$ cat config.mk
export PLATFORM = sky130hd
export DESIGN_NAME = nmi_src_gate
export DESIGN_NICKNAME = d
export VERILOG_FILES = /design/src/rtl/nmi_gate_pkg.sv /design/src/rtl/nmi_sync.sv /design/src/rtl/nmi_ctrl.sv /design/src/rtl/nmi_datapath.sv /design/src/rtl/nmi_src_gate.sv
export SDC_FILE = /design/constraint.sdc
export NUM_CORES = 1
export LEC_CHECK = 0
export BUFFER_PORTS_ARGS = -buffer_cell sky130_fd_sc_hd__buf_4
export CAP_MARGIN = 20
export CORE_AREA = 2 2 39 41
export CTS_BUF_LIST = sky130_fd_sc_hd__clkbuf_4 sky130_fd_sc_hd__clkbuf_8
export DETAILED_ROUTE_END_ITERATION = 6
export DIE_AREA = 0 0 41 43
export PLACE_DENSITY_LB_ADDON = 0.08
export RECOVER_POWER = 25
export SETUP_SLACK_MARGIN = 0.3
export SLEW_MARGIN = 20
export SYNTH_ARGS = -nofsm -noshare
export SYNTH_HDL_FRONTEND = slang
export SYNTH_SLANG_ARGS = --single-unit
$ cat constraint.sdc
create_clock -name clk -period 3.8 [get_ports clk]
set_clock_uncertainty 0.2 [all_clocks]
set_input_delay 0.19 -clock clk [delete_from_list [all_inputs] [get_ports clk]]
set_output_delay 0.19 -clock clk [all_outputs]
set_load 0.01 [all_outputs]
$ cat src/rtl/nmi_gate_pkg.sv
package nmi_gate_pkg;

  // Strobes passed from the control decode to the datapath
  typedef struct packed {
    logic wrEnable;   // load the delivery enable this cycle
    logic enValue;    // value to load
    logic parityHold; // hold parity latch in reset
    logic chanHold;   // hold channel latch in reset
  } nmi_ctrl_t;

endpackage

$ cat src/rtl/nmi_sync.sv
module nmi_sync #(
  parameter int STAGES = 2,
  parameter int WIDTH  = 1
) (
  input  logic             clk,
  input  logic             rstN,
  input  logic [WIDTH-1:0] dIn,
  output logic [WIDTH-1:0] dOut
);

  logic [WIDTH-1:0] chain [STAGES];

  always_ff @(posedge clk) begin
    if (!rstN) begin
      for (int i = 0; i < STAGES; i++) chain[i] <= '0;
    end else begin
      chain[0] <= dIn;
      for (int i = 1; i < STAGES; i++) chain[i] <= chain[i-1];
    end
  end

  assign dOut = chain[STAGES-1];

endmodule

$ cat src/rtl/nmi_ctrl.sv
module nmi_ctrl
  import nmi_gate_pkg::*;
#(
  parameter int                ADDR_W    = 8,
  parameter int                DATA_W    = 8,
  parameter logic [ADDR_W-1:0] PORT_ADDR = 8'hA0,
  parameter int                EN_BIT    = 7
) (
  input  logic              busWr,
  input  logic [ADDR_W-1:0] busAddr,
  input  logic [DATA_W-1:0] busData,
  input  logic              parityEn,
  input  logic              chanEn,
  output nmi_ctrl_t         ctrl
);

  logic addrHit;

  assign addrHit = (busAddr == PORT_ADDR);

  always_comb begin
    ctrl            = '0;
    ctrl.wrEnable   = busWr && addrHit;
    ctrl.enValue    = busData[EN_BIT];
    ctrl.parityHold = !parityEn;
    ctrl.chanHold   = !chanEn;
  end

endmodule

$ cat src/rtl/nmi_datapath.sv
module nmi_datapath
  import nmi_gate_pkg::*;
#(
  parameter int SYNC_STAGES = 2
) (
  input  logic      clk,
  input  logic      rstN,
  input  nmi_ctrl_t ctrl,
  input  logic      parityErr,
  input  logic      chanChkN,
  input  logic      copErr,
  output logic      nmiOut,
  output logic      statParity,
  output logic      statChan,
  output logic      enableOut
);

  localparam int N_SYNC = 2;

  logic [N_SYNC-1:0] rawIn;
  logic [N_SYNC-1:0] syncOut;
  logic chanSeen;
  logic copReq;
  logic enableQ;
  logic parityLat;
  logic chanLat;
  logic nmiQ;
  logic anyReq;

  // Channel check is active low; fold both async lines into one synchroniser
  assign rawIn = {copErr, ~chanChkN};

  nmi_sync #(.STAGES(SYNC_STAGES), .WIDTH(N_SYNC)) u_sync (
    .clk  (clk),
    .rstN (rstN),
    .dIn  (rawIn),
    .dOut (syncOut)
  );

  assign chanSeen = syncOut[0];
  assign copReq   = syncOut[1];

  always_ff @(posedge clk) begin
    if (!rstN)              enableQ <= 1'b0;
    else if (ctrl.wrEnable) enableQ <= ctrl.enValue;
  end

  always_ff @(posedge clk) begin
    if (!rstN || ctrl.parityHold) parityLat <= 1'b0;
    else if (parityErr)           parityLat <= 1'b1;
  end

  always_ff @(posedge clk) begin
    if (!rstN || ctrl.chanHold) chanLat <= 1'b0;
    else if (chanSeen)          chanLat <= 1'b1;
  end

  assign anyReq = parityLat | chanLat | copReq;

  always_ff @(posedge clk) begin
    if (!rstN) nmiQ <= 1'b0;
    else       nmiQ <= anyReq & enableQ;
  end

  assign nmiOut     = nmiQ;
  assign statParity = parityLat;
  assign statChan   = chanLat;
  assign enableOut  = enableQ;

  p_gate_off_r6: assert property (@(posedge clk) disable iff (!rstN)
    !enableQ |=> !nmiOut);

  p_par_sticky_r4: assert property (@(posedge clk) disable iff (!rstN)
    (parityLat && !ctrl.parityHold) |=> parityLat);

  p_par_clear_r7: assert property (@(posedge clk) disable iff (!rstN)
    ctrl.parityHold |=> !parityLat);

  p_chan_clear_r7: assert property (@(posedge clk) disable iff (!rstN)
    ctrl.chanHold |=> !chanLat);

  p_chan_cause_r5: assert property (@(posedge clk) disable iff (!rstN)
    $rose(chanLat) |-> $past(chanSeen));

  p_nmi_drop_r9: assert property (@(posedge clk) disable iff (!rstN)
    (!parityLat && !chanLat && !copReq) |=> !nmiOut);

endmodule

$ cat src/rtl/nmi_src_gate.sv
module nmi_src_gate
  import nmi_gate_pkg::*;
#(
  parameter int                ADDR_W      = 8,
  parameter int                DATA_W      = 8,
  parameter logic [ADDR_W-1:0] PORT_ADDR   = 8'hA0,
  parameter int                EN_BIT      = 7,
  parameter int                SYNC_STAGES = 2
) (
  input  logic              clk,
  input  logic              rstN,
  input  logic              busWr,
  input  logic [ADDR_W-1:0] busAddr,
  input  logic [DATA_W-1:0] busData,
  input  logic              parityErr,
  input  logic              chanChkN,
  input  logic              copErr,
  input  logic              parityEn,
  input  logic              chanEn,
  output logic              nmiOut,
  output logic              statParity,
  output logic              statChan
);

  nmi_ctrl_t ctrl;
  logic      enable;

  nmi_ctrl #(
    .ADDR_W(ADDR_W), .DATA_W(DATA_W), .PORT_ADDR(PORT_ADDR), .EN_BIT(EN_BIT)
  ) u_ctrl (
    .busWr    (busWr),
    .busAddr  (busAddr),
    .busData  (busData),
    .parityEn (parityEn),
    .chanEn   (chanEn),
    .ctrl     (ctrl)
  );

  nmi_datapath #(.SYNC_STAGES(SYNC_STAGES)) u_dp (
    .clk        (clk),
    .rstN       (rstN),
    .ctrl       (ctrl),
    .parityErr  (parityErr),
    .chanChkN   (chanChkN),
    .copErr     (copErr),
    .nmiOut     (nmiOut),
    .statParity (statParity),
    .statChan   (statChan),
    .enableOut  (enable)
  );

  p_foreign_addr_r3: assert property (@(posedge clk) disable iff (!rstN)
    (busWr && busAddr != PORT_ADDR) |=> $stable(enable));

  p_write_load_r2: assert property (@(posedge clk) disable iff (!rstN)
    (busWr && busAddr == PORT_ADDR) |=> (enable == $past(busData[EN_BIT])));

endmodule

Word level (Yosys, flattened, before mapping)
Memory sizes are Yosys's and may differ from the RTL's. Cells that the tools add are included. W data, S select, Z words.

Register bits: 4. Memory bits (writable): 4. Input port bits: 24. Output and inout port bits: 3. Logic and storage cells: 22. Memories: 1.

Memory list: u_dp.u_sync.chain (depth 2, width 2, read ports 2, clocked after memory_dff 0, write ports 2, line nmi_sync.sv:11) `logic [WIDTH-1:0] chain [STAGES];`.

Equal/unequal tests: 1. Mux-type cells: 4. Bitwise operators: 6. Reduce and logical (&&, ||, !) cells: 6.

Operators by type and width (count): $eq A8 B8 Y1 const B (1); $mux W2 (2); $or A1 B1 Y1 (4); $logic_not A1 Y1 (3); $logic_or A1 B1 Y1 (2); $mux W1 (2); $and A1 B1 Y1 (1); $logic_and A1 B1 Y1 (1); $not A1 Y1 (1).

Depth between registers and ports, before layout
Gate-level depths: netlist of the first run.

Depth after elaboration: 3. Depth in mapped cells: 3. Mapped depth without buffers: 3.

Modules after synthesis
Synthesis of the first run repeated with hierarchy kept, for this count alone.

Cell total of the unflattened synthesis: 28. Area total of the unflattened synthesis: 295.3 sq um.

Modules (own cells, without submodules): nmi_datapath (instances 1, cells an instance 12, area an instance 132.6 sq um, sequential area each 80.1 sq um); nmi_sync (instances 1, cells an instance 10, area an instance 120.1 sq um, sequential area each 80.1 sq um); nmi_ctrl (instances 1, cells an instance 6, area an instance 42.5 sq um, sequential area each 0.0 sq um).

Worst setup path after synthesis of the first run
OpenSTA, ideal clock, no wires.

Path type: in2reg. From: in busAddr[1]. To: reg u_dp.enableQ (netlist: u_dp.enableOut). Setup time: 0.072 ns. Data arrival time: 1.144 ns. Required time: 3.528 ns. Setup slack: 2.384 ns. Cell stages on the path: 3. Path buffers: 0. Cells stage by stage: or4b_1 -> nor4_2 -> mux2i_1.

Cells in the longest elaborated chain, start to end: 2.

RTL lines: from (decl) (line nmi_src_gate.sv:13) `input logic [ADDR_W-1:0] busAddr,`; $eq A8 B8 Y1 (line nmi_ctrl.sv:19) `assign addrHit = (busAddr == PORT_ADDR);`; $logic_and A1 B1 Y1 (line nmi_ctrl.sv:23) `ctrl.wrEnable = busWr && addrHit;`; to (signal assigned) (line nmi_datapath.sv:45) `else if (ctrl.wrEnable) enableQ <= ctrl.enValue;`; to (decl) (line nmi_datapath.sv:24) `logic enableQ;`.

No other way between the ends. A chain may end at the register's enable or synchronous reset.

Worst setup path in the final report of the first run
From: in parityErr. To: reg u_dp.parityLat (netlist: u_dp.statParity).

RTL lines: from (decl) (line nmi_src_gate.sv:15) `input logic parityErr,`; to (signal assigned) (line nmi_datapath.sv:49) `if (!rstN || ctrl.parityHold) parityLat <= 1'b0;`; to (signal assigned) (line nmi_datapath.sv:50) `else if (parityErr) parityLat <= 1'b1;`; to (decl) (line nmi_datapath.sv:25) `logic parityLat;`.

No word-level cell between the ends.

==> results of run 1 <==
## synthesized netlist by cell type
master	n	area share
nand2_1	2	0.029
and2_1	3	0.072
nand3b_1	1	0.029
nor2b_1	1	0.024
nor3_1	1	0.019
mux2i_1	1	0.038
or4b_1	1	0.038
o211a_1	2	0.077
nor2_1	1	0.014
dfxtp_1	8	0.61
nor4_2	1	0.048
## worst max path at each step
stage                    start               to  slack [ps]
floorplan           busAddr[1]   u_dp.enableOut        2380
global placement    busAddr[1]   u_dp.enableOut        2230
detailed placement  busAddr[1]   u_dp.enableOut        2210
CTS                  parityErr  u_dp.statParity        2160
global route         parityErr  u_dp.statParity        2110
finish               parityErr  u_dp.statParity        2130
## state kept, by name, indices dropped and copies added (netlist names)
signal             cells
u_dp.u_sync.chain      4
u_dp.enableOut         1
u_dp.statParity        1
u_dp.nmiOut            1
u_dp.statChan          1
## worst register-to-register path, stage by stage, from the launching register on
cell and delay, ps:
dfxtp_1 320, o211a_1 220, dlygate4sd3_1 540
## cells by family (layout without fill, tap and decap cells)
| kind of cell | after synthesis | in the layout |
|---|---|---|
| compound gates | 2 | 2 |
| buf+inv | 0 | 27 |
| flops | 8 | 8 |
| mux | 1 | 1 |
| simple gates | 11 | 11 |
## per-stage QoR
step | area [sq um] | power [W]
4_1_cts | 497 | 0.000175
5_1_grt | 497 | 0.000180
2_1_floorplan | 262 | 0.0000930
6_report | 497 | 0.000171
3_5_place_dp | 424 | 0.000108
3_3_place_gp | 424 | 0.000107
## cell type report
cell class                      instances  area (sq um)  area share
Clock buffer                            3          22.5      0.0453
Multi-Input combinational cell         14           101       0.204
Timing Repair Buffer                   24           193       0.388
Sequential cell                         8           160       0.322
Tap cell                               16          20.0      0.0403
## routing by layer
metal,GRT usage,wire [um],up-vias
li1,-,-,132
met1,0.0744,206,113
met2,0.141,385,10
met3,0.0471,59,0
met4,0.0600,0,0
met5,0,0,-
## report_power, final
group	leakage, nW	switching, W	internal (W)	total, W
registers	0.0655	0.000000971	0.0000868	0.0000878
clock network	0.0138	0.0000247	0.0000359	0.0000606
logic	0.163	0.00000581	0.0000168	0.0000226
==> out/metrics.csv, run 1 <==
metric,value,unit
cp_max_fo,1,
cts_resized,0,
numCtsBuffers,3,
postSynthAreaPerCell,11.9,sq um
grt_pass1_wl,952,um
fillers,146,
die_y,43,um
synth.distinct_cells,11,
synth_seq_cells,8,
finalSetupViolations,0,
critPathArrivalTime,1590,ps
path_delay_family,buffers and inverters,
cp.depth,4,
grt_usage,0.0865,
r2r-start,u_dp.statParity,
min_path_cells,2,
power_density,344,mW/mm^2
final_antenna_net_count,0,
synth-compound-area-share,0.0766,
ioPinCount,27,
via_count,255,
ys_seq_area_frac,0.612,
crit_path_end_kind,flop,
required,3730,ps
slew-limit-headroom,0.844,
clk_latency,240,ps
syn-num-nets,46,
rrSetupSlack,2410,ps
cellLeakagePower,0.242,nW
utilization,0.359,
synth_top_family_by_area,simple AND/OR/NAND/NOR gates,
overflow,0,
initial_core_util,0.189,
worstSetupStartpointType,primary input,
drt_pass1_iterations,2,
gp_congestion,0.542,
final_common_cell,buf_4,
wl_per_cell,10.0,um
grt_max_degree,9,
holdWs,9.12,ps
clockBufferDepth,2,
fin_nets,75,
r2r-end,u_dp.statParity,
grt_setup_unrepaired,false,
worstMarginPinSlew,232,ps
cts.sinks,8,
cts_root_buf,clkbuf_4,
dpl_worst_slack,2210,ps
drc,0,
dp_cells,57,
ff2ff_path_depth,2,
numPortBuffers,19,
dieArea,0.00176,sq mm
max_freq,600,MHz
cp_slowest_stage_delay,540,ps
finalHoldViolCount,0,
drtIter0Drc,2,
cp_slowest_cell,dlygate4sd3_1,
min_period,1670,ps
drv_cap,0,
grt_pass1_vias,250,
core-area,0.00138,sq mm
critical_path_class,in -> reg,
hold_class,in -> reg,
clkTransAtPathRegs,50,ps
antenna_found_initial,0,
syn_to_final_growth,90.0,%
cpMostUsedCell,dlygate4sd3_1,
synthCells,22,
max-vdd-ir-drop,0.169,mV
ys_warn_count,0,
final_cells,65,
synth_fa_ha_area_frac,0,
period_share,0.438,
syn_area,262,sq um
finalSetupTns,0,ps
drt_wl_total,651,um
synth.area.mux_share,0.0383,
synthSimpleGateAreaFrac,0.273,
rows,14,
layout-drive-gt1-share,0.469,
via_per_inst,3.92,
drv_slew,0,
die_x,41,um
cts_max_level,1,
hold_buffers,5,
diodes,0,
synthXorXnorAreaFrac,0,
cts_setup_buffers,0,
min_from,rstN,
final_cell_mix,"buf_4 (19), dfxtp_1 (8), dlygate4sd3_1 (5), clkbuf_4 (3)",
path_buf_inv,3,
status,completed,
worst_slack,2130,ps
min_to,u_dp.u_sync.chain[0][1],
path_cells,"dlygate4sd3_1, buf_4, o211a_1, dlygate4sd3_1",
cts_tree,done,
(Power assumes the default switching activity.)
==> run 2: changes to the inputs <==
clock period = 1.65 ns   (was 3.8 ns; I/O delays follow)
==> run 2 against run 1 <==
Against the previous run: clock power increased by 130%; non-clock buffer count increased by 4; combinational power increased to 2.6 times the previous value; utilization increased by 2.4 points; cell area increased by 6.5%; first-iteration DRC count increased by 50%; flip-flop and latch count unchanged; routed wire length increased by 3.1%; register-to-register slack got worse by 1600 ps; clock-buffer cell count unchanged.
==> out/metrics.csv, run 2 (same netlist as run 1, synthesis figures left out) <==
metric,value,unit,change
status,completed,,
final_cells,69,,+6.2%
critical_path_class,in -> reg,,
syn_to_final_growth,102,%,
diodes,0,,unchanged
finalSetupViolations,0,,unchanged
period_share,0.775,,
worstMarginPinSlew,298,ps,+65.7 ps
via_per_inst,3.88,,-0.99%
layout-drive-gt1-share,0.396,,-0.0732
die_x,41,um,unchanged
fillers,145,,-0.68%
overflow,0,,unchanged
drc,0,,unchanged
required,1620,ps,-2110 ps
wl_per_cell,9.72,um,-2.9%
met3_usage,0.0471,,unchanged
cts_resized,0,,unchanged
grt_most_used_layer,met2,,
numCtsBuffers,3,,unchanged
final_antenna_net_count,0,,unchanged
worstSetupStartpointType,primary input,,
gp_congestion,0.542,,unchanged
drt_wl_total,671,um,+3.1%
clk_latency,240,ps,about the same
regMostFlops,u_dp.u_sync.chain,,
die_y,43,um,unchanged
final_cell_mix,"buf_4 (17), dlygate4sd3_1 (9), dfxtp_1 (8), and2_1 (3), clkbuf_4 (3)",,
largest_reg_flops,4,,unchanged
dp_cells,57,,unchanged
cellLeakagePower,0.250,nW,+3.2%
cts_setup_buffers,0,,unchanged
grt_pass1_wl,1020,um,+7.2%
initial_core_util,0.189,,unchanged
clockBufferDepth,2,,unchanged
cp_slowest_stage_delay,530,ps,about the same
rows,14,,unchanged
min_period,1280,ps,
core-area,0.00138,sq mm,unchanged
antenna_found_initial,0,,unchanged
drtIter0Drc,3,,+1
critPathArrivalTime,1250,ps,-340 ps
final_common_cell,buf_4,,
ioPinCount,27,,unchanged
grt_setup_unrepaired,false,,
cp_max_fo,1,,unchanged
cp_slowest_cell,dlygate4sd3_1,,
drv_slew,0,,unchanged
max_freq,782,MHz,
grt_usage,0.0926,,+0.00604
max-vdd-ir-drop,0.392,mV,+130%
clkTransAtPathRegs,50,ps,about the same
hold_class,in -> reg,,
finalSetupTns,0,ps,unchanged
power_density,757,mW/mm^2,+120%
finalHoldViolCount,0,,unchanged
crit_path_end_kind,flop,,
met2_usage,0.147,,+0.00625
dieArea,0.00176,sq mm,unchanged
cts_tree,done,,
cts_max_level,1,,unchanged
path_cells,"dlygate4sd3_1, buf_4, nor4_2, mux2i_1",,
fin_nets,79,,+5.3%
via_count,268,,+5.1%
use_met1,0.0874,,+0.0129
slew-limit-headroom,0.801,,-0.0425
hold_buffers,9,,+4
grt_pass1_vias,259,,+3.6%
drv_cap,0,,unchanged
numPortBuffers,19,,unchanged
drt_pass1_iterations,2,,unchanged
cts_root_buf,clkbuf_4,,
grt_max_degree,9,,unchanged
cts.sinks,8,,unchanged
==> run 2: stage by stage <==
stage / utilization / instance area [sq um] / hold slack, ps / setup WS (ps) / total power, W
after global routing: 0.382 / 529 / 40.8 / 319 / 0.000422
after global placement: 0.307 / 424 / 38.8 / 184 / 0.000248
final: 0.382 / 529 / 29.5 / 372 / 0.000401
after floorplan: - / 262 / -45.9 / 342 / 0.000214
after CTS: 0.388 / 537 / 29.8 / 358 / 0.000411
after detailed placement: 0.307 / 424 / 41.1 / 164 / 0.000250
==> run 2: report_power, final <==
group	internal, W	switching (W)	total (W)
registers	0.000200	0.00000224	0.000202
logic	0.0000439	0.0000147	0.0000586
clock network	0.0000826	0.0000571	0.000140
total	0.000326	0.0000741	0.000401
==> run 2: final timing paths <==
check                          startpoint                 endpoint  slack [ps]  depth (start not counted)
setup / recovery               busAddr[3]           u_dp.enableOut         370                          4
hold / removal                 busAddr[1]           u_dp.enableOut          30                          4
setup reg to reg            u_dp.statChan              u_dp.nmiOut         780                          2
hold reg to reg   u_dp.u_sync.chain[0][1]  u_dp.u_sync.chain[0][3]         230                          1
==> run 2: cell type report <==
type                    instances  area (sq um)  share of cell area
multi-input cells              14           101               0.191
clock buffers                   3          22.5              0.0426
flip-flops and latches          8           160               0.303
repair buffers                 28           225               0.426
well taps                      16          20.0              0.0378
==> run 2: critical path: cells and delay by family <==
family / cells / cell delay, ps
buf+inv: 2 / 670
mux: 1 / 210
simple gates: 1 / 280
==> run 2: metal layers <==
layer	part of all wire	wire length, um
met5	0	0
met4	0	0
met3	0.080	54
met2	0.56	379
met1	0.35	237
